**src/rtl/uart_ovs_pkg.sv**
```systemverilog
package uart_ovs_pkg;

  localparam int unsigned CHAR_W = 9;

  typedef enum logic [2:0] {
    ST_IDLE,
    ST_START,
    ST_DATA,
    ST_PAR,
    ST_STOP
  } rx_state_e;

  typedef struct packed {
    logic [CHAR_W-1:0] data;
    logic              frm_err;
    logic              par_err;
  } rx_char_t;

  // two-of-three decision
  function automatic logic vote3(input logic a, input logic b, input logic c);
    return (a & b) | (a & c) | (b & c);
  endfunction

  // requested data length clamped to the supported range
  function automatic logic [3:0] eff_len(input logic [3:0] req);
    if (req < 4'd5) return 4'd5;
    if (req > 4'd9) return 4'd9;
    return req;
  endfunction

  // expected parity bit over the received data bits
  function automatic logic par_calc(input logic [CHAR_W-1:0] d, input logic odd);
    return (^d) ^ odd;
  endfunction

endpackage

```
**src/rtl/uart_ovs_sync.sv**
```systemverilog
module uart_ovs_sync #(
  parameter int unsigned STAGES = 2
) (
  input  logic clk,
  input  logic rst_n,
  input  logic din,
  output logic dout
);
  logic [STAGES-1:0] q;

  generate
    if (STAGES == 1) begin : g_one
      always_ff @(posedge clk or negedge rst_n) begin
        if (!rst_n) q <= '1;
        else        q <= din;
      end
    end else begin : g_chain
      always_ff @(posedge clk or negedge rst_n) begin
        if (!rst_n) q <= '1;
        else        q <= {q[STAGES-2:0], din};
      end
    end
  endgenerate

  assign dout = q[STAGES-1];
endmodule

```
**src/rtl/uart_ovs_sampler.sv**
```systemverilog
module uart_ovs_sampler
  import uart_ovs_pkg::*;
#(
  parameter int unsigned OVS_NORM = 16,
  parameter int unsigned OVS_FAST = 8
) (
  input  logic clk,
  input  logic rst_n,
  input  logic tick,
  input  logic fast,
  input  logic busy,
  input  logic arm,
  input  logic line,
  output logic vote_stb,
  output logic vote_val,
  output logic bit_end
);
  localparam int unsigned CNT_W = $clog2(OVS_NORM);
  localparam logic [CNT_W-1:0] MID_N  = CNT_W'(OVS_NORM / 2);
  localparam logic [CNT_W-1:0] MID_F  = CNT_W'(OVS_FAST / 2);
  localparam logic [CNT_W-1:0] LAST_N = CNT_W'(OVS_NORM - 1);
  localparam logic [CNT_W-1:0] LAST_F = CNT_W'(OVS_FAST - 1);

  logic [CNT_W-1:0] cnt;
  logic [CNT_W-1:0] mid;
  logic [CNT_W-1:0] last;
  logic             s_lo;
  logic             s_mid;
  logic             step;

  assign mid  = fast ? MID_F : MID_N;
  assign last = fast ? LAST_F : LAST_N;
  assign step = busy && tick && !arm;

  always_ff @(posedge clk or negedge rst_n) begin
    if (!rst_n) begin
      cnt   <= '0;
      s_lo  <= 1'b1;
      s_mid <= 1'b1;
    end else if (arm) begin
      cnt   <= CNT_W'(1);
      s_lo  <= 1'b1;
      s_mid <= 1'b1;
    end else if (!busy) begin
      cnt <= '0;
    end else if (tick) begin
      cnt <= (cnt == last) ? '0 : cnt + 1'b1;
      if (cnt == mid - 1'b1) s_lo  <= line;
      if (cnt == mid)        s_mid <= line;
    end
  end

  assign vote_stb = step && (cnt == mid + 1'b1);
  assign vote_val = vote3(s_lo, s_mid, line);
  assign bit_end  = step && (cnt == last);
endmodule

```
**src/rtl/uart_ovs_deframer.sv**
```systemverilog
module uart_ovs_deframer
  import uart_ovs_pkg::*;
(
  input  logic       clk,
  input  logic       rst_n,
  input  logic       en,
  input  logic       tick,
  input  logic       line,
  input  logic [3:0] data_len,
  input  logic [1:0] par_mode,
  input  logic       addr_filter,
  input  logic       vote_stb,
  input  logic       vote_val,
  input  logic       bit_end,
  output logic       arm,
  output logic       busy,
  output logic       done,
  output logic       keep,
  output rx_char_t   char_out
);
  rx_state_e         st;
  logic [3:0]        bidx;
  logic [CHAR_W-1:0] shr;
  logic              pbit;
  logic [3:0]        nlen;
  logic              par_en;

  assign nlen   = eff_len(data_len);
  assign par_en = par_mode[1];
  assign busy   = (st != ST_IDLE);
  assign arm    = en && (st == ST_IDLE) && tick && !line;
  assign done   = en && (st == ST_STOP) && vote_stb;
  assign keep   = !addr_filter || shr[nlen - 4'd1];

  assign char_out.data    = shr;
  assign char_out.frm_err = !vote_val;
  assign char_out.par_err = par_en && (pbit != par_calc(shr, par_mode[0]));

  always_ff @(posedge clk or negedge rst_n) begin
    if (!rst_n) begin
      st   <= ST_IDLE;
      bidx <= '0;
      shr  <= '0;
      pbit <= 1'b0;
    end else if (!en) begin
      st <= ST_IDLE;
    end else begin
      case (st)
        ST_IDLE: begin
          if (arm) begin
            st   <= ST_START;
            bidx <= '0;
            shr  <= '0;
            pbit <= 1'b0;
          end
        end
        ST_START: begin
          if (vote_stb && vote_val) st <= ST_IDLE;
          else if (bit_end)         st <= ST_DATA;
        end
        ST_DATA: begin
          if (vote_stb) shr[bidx] <= vote_val;
          if (bit_end) begin
            if (bidx == nlen - 4'd1) st <= par_en ? ST_PAR : ST_STOP;
            else                     bidx <= bidx + 4'd1;
          end
        end
        ST_PAR: begin
          if (vote_stb) pbit <= vote_val;
          if (bit_end)  st   <= ST_STOP;
        end
        ST_STOP: begin
          if (vote_stb) st <= ST_IDLE;
        end
        default: st <= ST_IDLE;
      endcase
    end
  end
endmodule

```
**src/rtl/uart_ovs_rxbuf.sv**
```systemverilog
module uart_ovs_rxbuf
  import uart_ovs_pkg::*;
(
  input  logic     clk,
  input  logic     rst_n,
  input  logic     en,
  input  logic     load,
  input  rx_char_t char_in,
  input  logic     rd_ack,
  output logic     valid,
  output rx_char_t char_q
);
  always_ff @(posedge clk or negedge rst_n) begin
    if (!rst_n) begin
      valid  <= 1'b0;
      char_q <= '0;
    end else if (!en) begin
      valid  <= 1'b0;
      char_q <= '0;
    end else if (load) begin
      valid  <= 1'b1;
      char_q <= char_in;
    end else if (rd_ack) begin
      valid <= 1'b0;
    end
  end
endmodule

```
**src/rtl/uart_ovs_rx.sv**
```systemverilog
module uart_ovs_rx #(
  parameter int unsigned OVS_NORM    = 16,
  parameter int unsigned OVS_FAST    = 8,
  parameter int unsigned SYNC_STAGES = 2
) (
  input  logic       clk,
  input  logic       rst_n,
  input  logic       rx_en,
  input  logic       baud_tick,
  input  logic       fast_mode,
  input  logic [3:0] data_len,
  input  logic [1:0] par_mode,
  input  logic       addr_filter,
  input  logic       rx_line,
  input  logic       rd_ack,
  output logic [7:0] rx_data,
  output logic       rx_bit8,
  output logic       rx_done,
  output logic       frm_err,
  output logic       par_err
);
  import uart_ovs_pkg::*;

  logic     line_s;
  logic     vote_stb;
  logic     vote_val;
  logic     bit_end;
  logic     arm;
  logic     busy;
  logic     frame_done;
  logic     frame_keep;
  logic     frame_take;
  rx_char_t frame_char;
  rx_char_t held_char;
  logic     held_valid;

  uart_ovs_sync #(.STAGES(SYNC_STAGES)) sync_i (
    .clk  (clk),
    .rst_n(rst_n),
    .din  (rx_line),
    .dout (line_s)
  );

  uart_ovs_sampler #(.OVS_NORM(OVS_NORM), .OVS_FAST(OVS_FAST)) smp_i (
    .clk     (clk),
    .rst_n   (rst_n),
    .tick    (baud_tick),
    .fast    (fast_mode),
    .busy    (busy),
    .arm     (arm),
    .line    (line_s),
    .vote_stb(vote_stb),
    .vote_val(vote_val),
    .bit_end (bit_end)
  );

  uart_ovs_deframer dfr_i (
    .clk        (clk),
    .rst_n      (rst_n),
    .en         (rx_en),
    .tick       (baud_tick),
    .line       (line_s),
    .data_len   (data_len),
    .par_mode   (par_mode),
    .addr_filter(addr_filter),
    .vote_stb   (vote_stb),
    .vote_val   (vote_val),
    .bit_end    (bit_end),
    .arm        (arm),
    .busy       (busy),
    .done       (frame_done),
    .keep       (frame_keep),
    .char_out   (frame_char)
  );

  assign frame_take = frame_done && frame_keep;

  uart_ovs_rxbuf buf_i (
    .clk    (clk),
    .rst_n  (rst_n),
    .en     (rx_en),
    .load   (frame_take),
    .char_in(frame_char),
    .rd_ack (rd_ack),
    .valid  (held_valid),
    .char_q (held_char)
  );

  assign rx_done = held_valid;
  assign rx_data = held_char.data[7:0];
  assign rx_bit8 = held_char.data[8];
  assign frm_err = held_valid && held_char.frm_err;
  assign par_err = held_valid && held_char.par_err;
endmodule

```
**config.mk**
```make
export PLATFORM = sky130hd
export DESIGN_NAME = uart_ovs_rx
export DESIGN_NICKNAME = d
export VERILOG_FILES = /design/src/rtl/uart_ovs_pkg.sv /design/src/rtl/uart_ovs_sync.sv /design/src/rtl/uart_ovs_sampler.sv /design/src/rtl/uart_ovs_deframer.sv /design/src/rtl/uart_ovs_rxbuf.sv /design/src/rtl/uart_ovs_rx.sv
export SDC_FILE = /design/constraint.sdc
export NUM_CORES = 1
export LEC_CHECK = 0
export BUFFER_PORTS_ARGS = -buffer_cell sky130_fd_sc_hd__clkbuf_2
export CAP_MARGIN = 25
export CORE_ASPECT_RATIO = 1.75
export CORE_MARGIN = 2
export CORE_UTILIZATION = 55
export CTS_BUF_LIST = sky130_fd_sc_hd__clkbuf_8
export DETAILED_ROUTE_END_ITERATION = 6
export PLACE_DENSITY = 0.72
export REMOVE_ABC_BUFFERS = 1
export SLEW_MARGIN = 20
export SYNTH_ARGS = -nofsm -noshare
export SYNTH_HDL_FRONTEND = slang
export SYNTH_SLANG_ARGS = --single-unit
```
**constraint.sdc**
```tcl
create_clock -name clk -period 2.3 [get_ports clk]
set_input_delay 0.46 -clock clk [delete_from_list [all_inputs] [get_ports clk]]
set_output_delay 0.46 -clock clk [all_outputs]
set_load 0.05 [all_outputs]
```
* After elaboration in Yosys (flattened, before gate mapping) *
Index checks and enable logic that the tools add are counted.
Widths: inputs -> output; s select.

storage, ports and cells
  register bits after elaboration = 37
  output and inout bits = 12
  logic and storage cells = 138

cells by class
  add/subtract/negate cells = 5
  $lt $le $gt $ge = 5
  equal/unequal tests = 24
  mux-type cells = 51
  bitwise gates (word level) = 6
  reduce and logical (&&, ||, !) cells = 35

operators with widths
  kind                 number
  $mux 4               13
  $mux 3               9
  $mux 11              2
  $eq 4x4->1           5
  $mux 1               18
  $mux 9               2
  $pmux 9 s2           1
  $logic_and 1x1->1    15
  $pmux 3 s5           1
  $add 4x1->4 const B  3
  $ne 3x3->1 const B   4
  $reduce_bool 2->1    6
  $lt 4x5->1 const B   2
  $bwmux 9             1
  $reduce_xor 9->1     1
  $pmux 4 s2           1
  $reduce_and 4->1     2
  $sub 4x1->4 const B  2
  $eq 3x2->1 const B   2
  $ne 2x1->1 const B   3
  $ne 2x2->1 const B   3
  $ne 3x2->1 const B   2
  $reduce_and 3->1     2
  $reduce_and 6->1     1
  other kinds (19)     25

* Logic depth before layout (Yosys ltp) *
Gate-level depths: netlist (run 1).

  word-level depth = 12
  depth in mapped cells = 10
  mapped depth without buffers = 9

* Cells and area by module *
From an unflattened synthesis (run 1), not the netlist that was laid out.

second synthesis, totals
  cells, all modules = 239
  area, all modules = 2,363.5 µm²

by module, submodules not included
  module             times used  cells each  area an instance (µm²)
  uart_ovs_deframer  1           150         1,340.0
  uart_ovs_rxbuf     1           38          508.0
  uart_ovs_sampler   1           46          444.2
  uart_ovs_sync      1           2           52.6
  uart_ovs_rx        1           3           18.8

* Least setup slack after synthesis (run 1) *
Ideal clock, no wire load.

  path type = input -> register
  from = input data_len[1]
  to = register buf_i.char_q[1] in the netlist's numbering
  setup time = 79 ps
  arrival = 2,546 ps
  path slack = -325 ps
  cell stages on the path = 10
  path buffers = 1
  cells stage by stage = or3b_4 a21oi_4 ha_1 nand2_1 mux2_2 o21ai_0 nor3_1 a2111oi_4 buf_6 mux2i_1

on the way
  word-level cells in the longest chain between the ends = 11
  elaborated cells between the ends (all ways) = 14
  classes of those cells = add/sub: 1; order compare: 2; eq/ne: 1; mux: 8; reduce/logical: 2

ends and longest elaborated chain
  item                            RTL line                 RTL
  from (decl)                     uart_ovs_rx.sv:11        input logic [3:0] data_len,
  $gt 4x4->1                      uart_ovs_pkg.sv:27       if (req > 4'd9) return 4'd9;
  $mux 1 (2 in series)            uart_ovs_pkg.sv:27
  $mux 4                          uart_ovs_pkg.sv:28       return req;
  $mux 4 *                        uart_ovs_pkg.sv:27
  $sub 4x1->4 *                   uart_ovs_deframer.sv:33  assign keep = !addr_filter || shr[nlen - 4'd1];
  $bmux 1 s4 *                    uart_ovs_deframer.sv:33
  $mux 1 (not written as such) *  uart_ovs_deframer.sv:33
  $logic_or 1x1->1 *              uart_ovs_deframer.sv:33
  $logic_and 1x1->1 *             uart_ovs_rx.sv:76        assign frame_take = frame_done && frame_keep;
  $ne 2x1->1 (no line) *          -
  to (signal assigned)            uart_ovs_rxbuf.sv:22     char_q <= char_in;
  to (decl)                       uart_ovs_rxbuf.sv:11     output rx_char_t char_q

Mark *: on every way between the ends. The rest lies on a longest branch, timed or not. The select of a mux whose other input is x is not followed.
A chain may end at the register's enable or synchronous reset.

* Worst setup path in the final report (run 1) *
  from = input data_len[3]
  to = register dfr_i.st[1]

on the way
  word-level cells in the longest chain between the ends = 9
  elaborated cells between the ends (all ways) = 12
  classes of those cells = add/sub: 1; order compare: 2; eq/ne: 2; mux: 6; reduce/logical: 1

ends and longest elaborated chain
  item                          RTL line                 RTL
  $gt 4x4->1                    uart_ovs_pkg.sv:27
  $mux 1 (2 in series)          uart_ovs_pkg.sv:27
  $mux 4                        uart_ovs_pkg.sv:28
  $mux 4 *                      uart_ovs_pkg.sv:27
  $sub 4x1->4 *                 uart_ovs_deframer.sv:64  if (bidx == nlen - 4'd1) st <= par_en ? ST_PAR : ST_STOP;
  $eq 4x4->1 *                  uart_ovs_deframer.sv:64
  $ne 3x2->1 (no line) *        -
  $reduce_and 6->1 (no line) *  -
  to (signal assigned)          uart_ovs_deframer.sv:64
  to (decl)                     uart_ovs_deframer.sv:21  rx_state_e st;

Marked as above.

==> results of run 1 <==
-- where the power goes --
part	internal [mW]	switching [mW]	leakage, nW	total, mW
Sequential	0.712	0.0928	0.499	0.805
Clock	0.215	0.246	0.0445	0.461
Combinational	0.279	0.363	0.766	0.642
Total	1.21	0.702	1.31	1.91
-- critical path, delay by kind of cell --
kind / cells / cell delay [ns]
muxes: 1 / 0.19
adders and majority gates: 1 / 0.18
buffers and inverters: 3 / 0.37
and+or+nand+nor: 4 / 0.72
AOI/OAI and AO/OA: 3 / 0.77
-- layer usage --
layer,share of wire,global-route usage,vias to the layer above
met1,0.37,0.2371,1062
met5,0,0,-
met3,0.018,0.02875,13
li1,-,-,1053
met2,0.59,0.4851,35
met4,0.025,0.1037,0
-- layout by cell type (no fill, tap or decap), drive strengths merged, types with 4 or more instances in the layout --
cell type and count:
a21oi 18, mux2i 16, xor2 6, dfstp 4, xnor2 10, o211ai 5, nand3 6, o21ai 27
nor2 18, nand2 44, nand2b 4, nand3b 4, inv 20, nor2b 4, clkbuf 29, ha 8
buf 26, dfrtp 33
-- kinds of logic (layout without fill, tap and decap cells) --
group / Yosys count / count (layout) / synth area share
AOI/OAI and AO/OA: 67 / 67 / 0.1774
xor gates and xnor gates: 16 / 16 / 0.05611
adders and majority gates: 9 / 9 / 0.04409
buffers and inverters: 39 / 77 / 0.07365
DFF: 37 / 37 / 0.3727
muxes: 18 / 18 / 0.07314
and+or+nand+nor: 101 / 101 / 0.2029
-- what timing repair did --
action | CTS | global route
buffers inserted | 1 | 5
resized for setup | 8 | 17
setup endpoints to repair | 15 | 19
pin swaps | 6 | 12
-- metrics by stage --
| step | hold WS (ns) | util | power, mW |
|---|---|---|---|
| after global placement | 0.3484 | 0.6168 | 1.405 |
| after CTS | 0.1544 | 0.6483 | 1.883 |
| after floorplan | 0.1644 | - | 1.198 |
| after global routing | 0.1866 | 0.6682 | 2.031 |
| final | 0.1457 | 0.6682 | 1.908 |
| after detailed placement | 0.3491 | 0.6168 | 1.415 |
-- sequential cells by signal, indices dropped and copies added (netlist names) --
signal        flops
buf_i.char_q     11
smp_i.s_mid       1
dfr_i.shr         9
sync_i.q          2
dfr_i.pbit        1
dfr_i.bidx        4
smp_i.cnt         4
dfr_i.st          3
smp_i.s_lo        1
buf_i.valid       1
-- worst paths after layout --
check / cells after the start / from / end
setup / recovery: 12 / data_len[3] / dfr_i.st[1]$_DFFE_PN0P_
hold / removal: 1 / rst_n / dfr_i.st[0]$_DFFE_PN0P_
setup reg to reg: 6 / smp_i.cnt[2]$_DFFE_PN0P_ / buf_i.char_q[0]$_DFFE_PN0P_
hold reg to reg: 0 / sync_i.q[0]$_DFF_PN1_ / sync_i.q[1]$_DFF_PN1_
min in group clk: 1 / rx_line / sync_i.q[0]$_DFF_PN1_
max in group asynchronous: 2 / rst_n / dfr_i.shr[6]$_DFFE_PN0P_
-- area by class of cell --
class                           count  area share
Clock buffer                        5     0.02338
Multi-Input combinational cell    211      0.4898
Inverter                           19     0.02423
Clock inverter                      3    0.007228
Tap cell                           51     0.02168
Sequential cell                    37      0.3163
Timing Repair Buffer               50      0.1173
==> flow_metrics.env, run 1 <==
export IMPL_crit_arrival_ns=2.72
export IMPL_vias=2163
export IMPL_gr_usage_all_layers=0.2483
export IMPL_cap_viol_max_count=0
export IMPL_nFillCells=366
export IMPL_die_w_um=54.94
export IMPL_rsz0062_at_grt="yes"
export IMPL_first_pass_iters=4
export IMPL_vias_per_cell=5.753
export IMPL_path_cells="buf_8 > buf_6 > nand3b_1 > a21oi_4 > ha_4 > or2b_1 > and3_1 > o211ai_1 > buf_4 > o41a_1 > nor2_2 > mux2i_1"
export IMPL_period_needed_ns=2.504
export IMPL_synthCells=287
export IMPL_dp_cells=362
export IMPL_antenna_left=0
export IMPL_wirelength_um=5925
export IMPL_crit_path_end_kind="register"
export IMPL_path_class="in2reg"
export IMPL_clock_root_buffer="clkbuf_8"
export IMPL_rows=32
export IMPL_initial_core_util=0.5670
export IMPL_area_growth_pct=17.84
export IMPL_synth_flop_cell="dfrtp_1"
export IMPL_cp_max_fo=4
export IMPL_die_h_um=93.14
export IMPL_ioPinCount=26
export IMPL_min_path_type="in2async"
export IMPL_synthTopCellsByCount="44 x nand2_1, 33 x dfrtp_1, 26 x o21ai_0"
export IMPL_setup_violations=17
export IMPL_grt_pass1_wl_um=9190
export IMPL_drive_gt1_frac=0.2554
export IMPL_portBuffers=25
export IMPL_finalNonFillerCells=376
export IMPL_fin_crit_sh=1.089
export IMPL_hold_viol=0
export IMPL_seqCellArea_um2=930.9
export IMPL_dieArea_mm2=0.005117
export IMPL_syn_area_mm2=0.002497
export IMPL_clk_path_buf_depth=2
export IMPL_antenna_found_initial=0
export IMPL_irDropWorstVdd_uv=546.4
export IMPL_clock_sinks=37
export IMPL_ys_types=48
export IMPL_violations="negative setup slack"
export IMPL_h_tree_depth=2
export IMPL_routedWlPerCell_um=15.76
export IMPL_yosysMostFrequentCell="nand2_1"
export IMPL_grt_max_degree=23
export IMPL_synth_edf_count=0
export IMPL_tns_ns=-2.174
export IMPL_place_area_mm2=0.002716
export IMPL_outcome="complete, but fails checks"
export IMPL_ys_ff_latch=37
export IMPL_ys_seq_area_frac=0.3727
export IMPL_nets=346
export IMPL_fmax_mhz=399.4
export IMPL_start_kind="input port"
export IMPL_syn_area_per_cell_um2=8.702
export IMPL_yosysTopAreaCellShare=0.3307
export IMPL_yosysWarnings=0
export IMPL_netlist_top_cells_area="dfrtp_1 33%, nand2_1 6.6%, mux2i_1 6.4%, o21ai_0 5.2%, dfstp_2 4.2%"
export IMPL_slew_headroom=0.6213
export IMPL_leakage_nw=1.309
export IMPL_worst_pin_slew_ns=0.5680
export IMPL_coreArea_mm2=0.004404
export IMPL_drc=0
export IMPL_hpwl_um=4497
export IMPL_overflow=0
export IMPL_clkTransAtPathRegs_ns=0.08
export IMPL_yosysTopAreaCell="dfrtp_1"
export IMPL_layout_setup_ws_ns=-0.2040
export IMPL_p_per_area_mw_per_mm2=648.3
export IMPL_slowest_delay_ns=0.37
export IMPL_first_global_vias=2090
export IMPL_cts_buffers=5
export IMPL_clock_skew_ns=0.009689
export IMPL_gp_congestion=0.8614
export IMPL_insertion_delay_ns=0.29
export IMPL_multi_input_area_mm2=0.001441
export IMPL_dp_slack_ns=-0.4549
export IMPL_ff2ff_setup_slack_ns=0.31
export IMPL_antenna_cells=0
export IMPL_cpMaxStageDelayCell="o41a_1"
export IMPL_cp_data_required_time_ns=2.52
export IMPL_dr_first_iter_drc_count=31
export IMPL_synth_async_reset_ratio=1.000
export IMPL_hold_buffers=0
export IMPL_cts_tree="built"
export IMPL_final_area_mm2=0.002943
export IMPL_drv_slew=0
No activity file was read; power rests on OpenSTA's default activity.
==> inputs of run 2 (changes only) <==
--- a/config.mk
+++ b/config.mk
@@ -5,7 +5,7 @@
 export SDC_FILE = /design/constraint.sdc
 export NUM_CORES = 1
 export LEC_CHECK = 0
-export BUFFER_PORTS_ARGS = -buffer_cell sky130_fd_sc_hd__clkbuf_2
+export BUFFER_PORTS_ARGS = -buffer_cell sky130_fd_sc_hd__buf_2
 export CAP_MARGIN = 25
 export CORE_ASPECT_RATIO = 1.75
 export CORE_MARGIN = 2
==> run 2 against run 1 <==
Against the previous run:
- the run still ends with negative setup slack left
- clock power is 25% higher
- via count up 1.4%
- critical path depth stayed put
- largest cell class unchanged
- routed wire length is 7.1% higher
- sequential share of layout area down 0.24 points
- critical path type unchanged
- global-route usage rose by 2.8 points
- combinational power rose by 3%
- core utilization grew 0.51 points
- clock skew is 0.0031 ns lower
- critical endpoint is now buf_i.valid$_DFFE_PN0P_
- flip-flop and latch count did not move
- largest power group unchanged
- die area is the same
==> flow_metrics.env, run 2 (synthesis results as in run 1) <==
export IMPL_outcome="complete, but fails checks"
export IMPL_violations="negative setup slack"
export IMPL_dr_first_iter_drc_count=57
export IMPL_p_clk_frac=0.282
export IMPL_area_growth_pct=18.74
export IMPL_setup_violations=7
export IMPL_overflow=0
export IMPL_swShare=0.3555
export IMPL_internal_power_mw=1.313
export IMPL_drive_gt1_frac=0.2571
export IMPL_antenna_cells=0
export IMPL_gp_congestion=0.8634
export IMPL_nets=340
export IMPL_drc=0
export IMPL_crit_path_end_kind="register"
export IMPL_mostFrequentLayoutCells="42 x nand2_1, 33 x dfrtp_1, 22 x o21ai_0, 22 x buf_2, 19 x inv_1"
export IMPL_hold_viol=0
export IMPL_min_path_type="in2async"
export IMPL_clock_sinks=37
export IMPL_pwr_share_comb=0.324
export IMPL_cap_viol_max_count=0
export IMPL_slew_headroom=0.4449
export IMPL_rows=32
export IMPL_largest_register="buf_i.char_q"
export IMPL_drv_slew=0
export IMPL_die_w_um=54.94
export IMPL_portBuffers=25
export IMPL_initial_core_util=0.5670
export IMPL_rsz0062_at_grt="yes"
export IMPL_layout_setup_ws_ns=-0.07097
export IMPL_power_share_sequential=0.394
export IMPL_reg_top3="buf_i.char_q: 11 flops, dfr_i.shr: 9 flops"
export IMPL_irDropWorstVdd_uv=637.7
export IMPL_ioPinCount=26
export IMPL_worst_pin_slew_ns=0.8327
export IMPL_final_common_cell="nand2_1"
export IMPL_clock_root_buffer="clkbuf_8"
export IMPL_finalNonFillerCells=370
export IMPL_vias_per_cell=5.927
export IMPL_dp_cells=360
export IMPL_antenna_found_initial=0
export IMPL_cp_data_required_time_ns=2.49
export IMPL_p_per_area_mw_per_mm2=686.9
export IMPL_antenna_left=0
export IMPL_fin_hold_ws_ns=0.2585
export IMPL_clkTransAtPathRegs_ns=0.08
export IMPL_tns_ns=-0.2025
export IMPL_final_core_util=0.6733
export IMPL_hpwl_um=4601
export IMPL_first_pass_iters=4
export IMPL_clock_skew_ns=0.006546
export IMPL_h_tree_depth=2
export IMPL_path_class="in2reg"
export IMPL_gr_usage_all_layers=0.2767
export IMPL_power_mw=2.037
export IMPL_cts_tree="built"
export IMPL_crit_arrival_ns=2.56
export IMPL_fmax_mhz=421.8
export IMPL_wirelength_um=6345
export IMPL_clk_path_buf_depth=2
export IMPL_cp_max_fo=6
export IMPL_dieArea_mm2=0.005117
export IMPL_insertion_delay_ns=0.29
export IMPL_period_needed_ns=2.371
export IMPL_switching_power_mw=0.7242
export IMPL_cts_buffers=5
export IMPL_grt_pass1_wl_um=10260
export IMPL_grt_max_degree=38
export IMPL_first_global_vias=2188
export IMPL_die_h_um=93.14
export IMPL_vias=2193
export IMPL_largest_register_ffs=11
export IMPL_fin_crit_sh=1.031
export IMPL_start_kind="input port"
export IMPL_leakage_nw=1.308
export IMPL_routedWlPerCell_um=17.15
export IMPL_coreArea_mm2=0.004404
-- run 2: power groups by stage --
stage | registers (mW) | clock network (mW) | logic (mW)
global placement | 0.812 | 0 | 0.590
floorplan | 0.795 | 0 | 0.403
detailed placement | 0.812 | 0 | 0.605
global route | 0.809 | 0.607 | 0.730
CTS | 0.800 | 0.583 | 0.631
finish | 0.803 | 0.574 | 0.660
-- run 2: per-layer routing --
metal  vias to the layer above  track usage  share of wire
li1                       1035            -              -
met1                      1060       0.2713           0.35
met2                        78       0.4673           0.57
met3                        20      0.08147          0.043
met4                         0       0.1890          0.044
met5                         -            0              0
-- run 2: path summary, 6_finish.rpt --
kind	from	end	slack, ns	cells past startpoint
min	rst_n	buf_i.char_q[8]$_DFFE_PN0P_	0.26	1
max	data_len[1]	buf_i.valid$_DFFE_PN0P_	-0.07	12
max in group asynchronous	rst_n	dfr_i.bidx[0]$_DFFE_PN0P_	1.51	1
max reg2reg	smp_i.cnt[2]$_DFFE_PN0P_	buf_i.char_q[9]$_DFFE_PN0P_	0.26	6
min reg2reg	sync_i.q[0]$_DFF_PN1_	sync_i.q[1]$_DFF_PN1_	0.36	0
min in group clk	rx_line	sync_i.q[0]$_DFF_PN1_	0.26	1
-- run 2: repair_timing --
action	in CTS	in global routing
endpoints found under the setup margin	16	19
hold buffers	0	0
setup buffers	2	0
gates resized for setup	18	14
pin swaps	16	10
gates cloned	0	0
-- run 2: worst max-delay path, stage by stage --
cell	delay, ns
buf_6	0.10
or3b_4	0.40
a21oi_4	0.16
ha_4	0.16
buf_4	0.13
nor2_4	0.04
o21ai_1	0.09
nand2_2	0.11
a221oi_2	0.38
a2111oi_4	0.15
buf_6	0.17
a31o_2	0.21
-- run 2: area by class of cell --
type	instances	area [um2]
Fill cell	371	1439
Clock buffer	5	68.82
Timing Repair Buffer	44	309.0
Multi-Input combinational cell	211	1475
Sequential cell	37	930.9
Clock inverter	3	46.29
Inverter	19	71.32
Tap cell	51	63.81
-- run 2: stage by stage --
stage               setup slack (ns)  cell area [um2]
floorplan                    -0.5680             2385
global placement             -0.3826             2701
detailed placement           -0.4906             2701
CTS                         -0.02308             2915
global route                 -0.1552             2965
finish                      -0.07097             2965
==> inputs of run 3 (changes only) <==
--- a/config.mk
+++ b/config.mk
@@ -9,10 +9,10 @@
 export CAP_MARGIN = 25
 export CORE_ASPECT_RATIO = 1.75
 export CORE_MARGIN = 2
-export CORE_UTILIZATION = 55
+export CORE_UTILIZATION = 33
 export CTS_BUF_LIST = sky130_fd_sc_hd__clkbuf_8
 export DETAILED_ROUTE_END_ITERATION = 6
-export PLACE_DENSITY = 0.72
+export PLACE_DENSITY = 0.47
 export REMOVE_ABC_BUFFERS = 1
 export SLEW_MARGIN = 20
 export SYNTH_ARGS = -nofsm -noshare
==> run 3 against run 2 <==
Against the previous run:
- the run still ends with negative setup slack left
- sequential share of layout area is 1.0 points lower
- clock skew is 0.0018 ns lower
- sequential power down 3.1%
==> flow_metrics.env, run 3 (synthesis results as in run 1) <==
export IMPL_largest_register="buf_i.char_q"
export IMPL_period_needed_ns=2.372
export IMPL_fin_crit_sh=1.031
export IMPL_vias_per_cell=5.033
export IMPL_min_path_type="in2async"
export IMPL_dp_slack_ns=-0.4945
export IMPL_antenna_cells=0
export IMPL_path_class="in2reg"
export IMPL_nFillCells=787
export IMPL_irDropWorstVdd_uv=283.3
export IMPL_insertion_delay_ns=0.29
export IMPL_antenna_left=0
export IMPL_die_w_um=69.76
export IMPL_largest_register_ffs=11
export IMPL_rsz0062_at_grt="yes"
export IMPL_layout_setup_ws_ns=-0.07207
export IMPL_first_pass_iters=4
export IMPL_gr_usage_all_layers=0.1617
export IMPL_violations="negative setup slack"
export IMPL_area_growth_pct=22.65
export IMPL_cap_viol_max_count=0
export IMPL_dieArea_mm2=0.008307
export IMPL_hpwl_um=4863
export IMPL_coreArea_mm2=0.007462
export IMPL_worst_pin_slew_ns=0.3514
export IMPL_power_mw=1.919
export IMPL_outcome="complete, but fails checks"
export IMPL_cp_data_required_time_ns=2.52
export IMPL_cp_max_fo=6
export IMPL_routedWlPerCell_um=15.48
export IMPL_drive_gt1_frac=0.2697
export IMPL_hold_buffers=0
export IMPL_wirelength_um=6469
export IMPL_setup_violations=14
export IMPL_hold_viol=0
export IMPL_dr_first_iter_drc_count=87
export IMPL_die_h_um=119.1
export IMPL_slew_headroom=0.7649
export IMPL_drv_slew=0
export IMPL_crit_arrival_ns=2.59
export IMPL_leakage_nw=1.361
export IMPL_clock_sinks=37
export IMPL_final_common_cell="nand2_1"
export IMPL_seqCellArea_um2=930.9
export IMPL_crit_path_end_kind="register"
export IMPL_cts_buffers=5
export IMPL_reg_top3="buf_i.char_q: 11 flops, dfr_i.shr: 9 flops"
export IMPL_fmax_mhz=421.6
export IMPL_grt_pass1_wl_um=10410
export IMPL_grt_max_degree=38
export IMPL_clock_skew_ns=0.004790
export IMPL_overflow=0
export IMPL_clkTransAtPathRegs_ns=0.08
export IMPL_p_per_area_mw_per_mm2=626.7
export IMPL_rows=42
export IMPL_first_global_vias=2116
export IMPL_start_kind="input port"
export IMPL_ioPinCount=26
export IMPL_gp_congestion=0.8009
export IMPL_multi_input_area_mm2=0.001454
export IMPL_mostFrequentLayoutCells="43 x nand2_1, 33 x dfrtp_1, 24 x buf_4"
export IMPL_clk_path_buf_depth=2
export IMPL_nets=351
export IMPL_h_tree_depth=2
export IMPL_vias=2104
export IMPL_clock_root_buffer="clkbuf_8"
export IMPL_antenna_found_initial=0
export IMPL_initial_core_util=0.3347
export IMPL_portBuffers=25
export IMPL_cts_tree="built"
export IMPL_drc=0
## run 3: cell types whose count changed in the layout (fill, tap and decap cells not counted), moves of 2 or more
cell | before | now
a21oi_2 | 1 | 3
a21oi_1 | 16 | 14
buf_6 | 9 | 7
buf_4 | 13 | 24
o21ai_1 | 3 | 5
clkinv_2 | 0 | 2
## run 3: critical path: stages
cell and delay (ns):
buf_6 0.09, buf_6 0.10, nand3b_1 0.19, a21oi_4 0.10, ha_4 0.17, or2b_1 0.25
buf_4 0.15, o22ai_4 0.11, a221oi_2 0.09, a2111oi_4 0.37, buf_4 0.18, clkbuf_16 0.14
mux2i_1 0.17
## run 3: final timing paths
path                                               start                     endpoint  slack (ns)  depth (start not counted)
worst max-delay path                         data_len[1]  buf_i.char_q[5]$_DFFE_PN0P_       -0.07                         13
worst min-delay path                               rst_n     dfr_i.shr[5]$_DFFE_PN0P_        0.12                          2
worst max register to register  smp_i.cnt[2]$_DFFE_PN0P_  buf_i.char_q[5]$_DFFE_PN0P_        0.30                          7
worst min register to register     sync_i.q[0]$_DFF_PN1_        sync_i.q[1]$_DFF_PN1_        0.36                          0
max in group asynchronous                          rst_n        sync_i.q[0]$_DFF_PN1_        1.92                          2
min in group clk                                 rx_line        sync_i.q[0]$_DFF_PN1_        0.26                          1
## run 3: final cells by class
type	count	area share
Inverter	19	0.02328
Clock inverter	3	0.004493
Sequential cell	37	0.3039
Timing Repair Buffer	55	0.1352
Tap cell	88	0.03595
Clock buffer	5	0.02247
Multi-Input combinational cell	211	0.4747
## run 3: metal layers
layer	wire (um)	track usage	up-vias
li1	-	-	1061
met1	2418	0.1608	997
met2	3687	0.3149	34
met3	167	0.02792	12
met4	195	0.07452	0
met5	0	0	-
## run 3: what timing repair did
| item | CTS | global route |
|---|---|---|
| cloned | 1 | 0 |
| setup endpoints to repair | 15 | 19 |
| buffers inserted | 3 | 4 |
| resized for setup | 14 | 13 |
| pin swaps | 15 | 6 |
## run 3: through the flow
stage,area [um2],hold WS (ns),setup TNS (ns),utilization,instances
2_1_floorplan,2385,0.1644,-7.255,-,267
3_3_place_gp,2818,0.3470,-6.754,0.3776,403
3_5_place_dp,2818,0.3495,-7.805,0.3776,403
4_1_cts,3022,0.1262,-1.384,0.4049,415
5_1_grt,3063,0.1275,-2.401,0.4105,418
6_report,3063,0.1154,-0.6310,0.4105,418
## run 3: power by group
| group | internal [mW] | switching [mW] | total (mW) | leakage, nW |
|---|---|---|---|---|
| clock network | 0.206 | 0.245 | 0.451 | 0.0491 |
| logic | 0.297 | 0.394 | 0.691 | 0.813 |
| registers | 0.713 | 0.0650 | 0.778 | 0.499 |
| total | 1.22 | 0.704 | 1.92 | 1.36 |
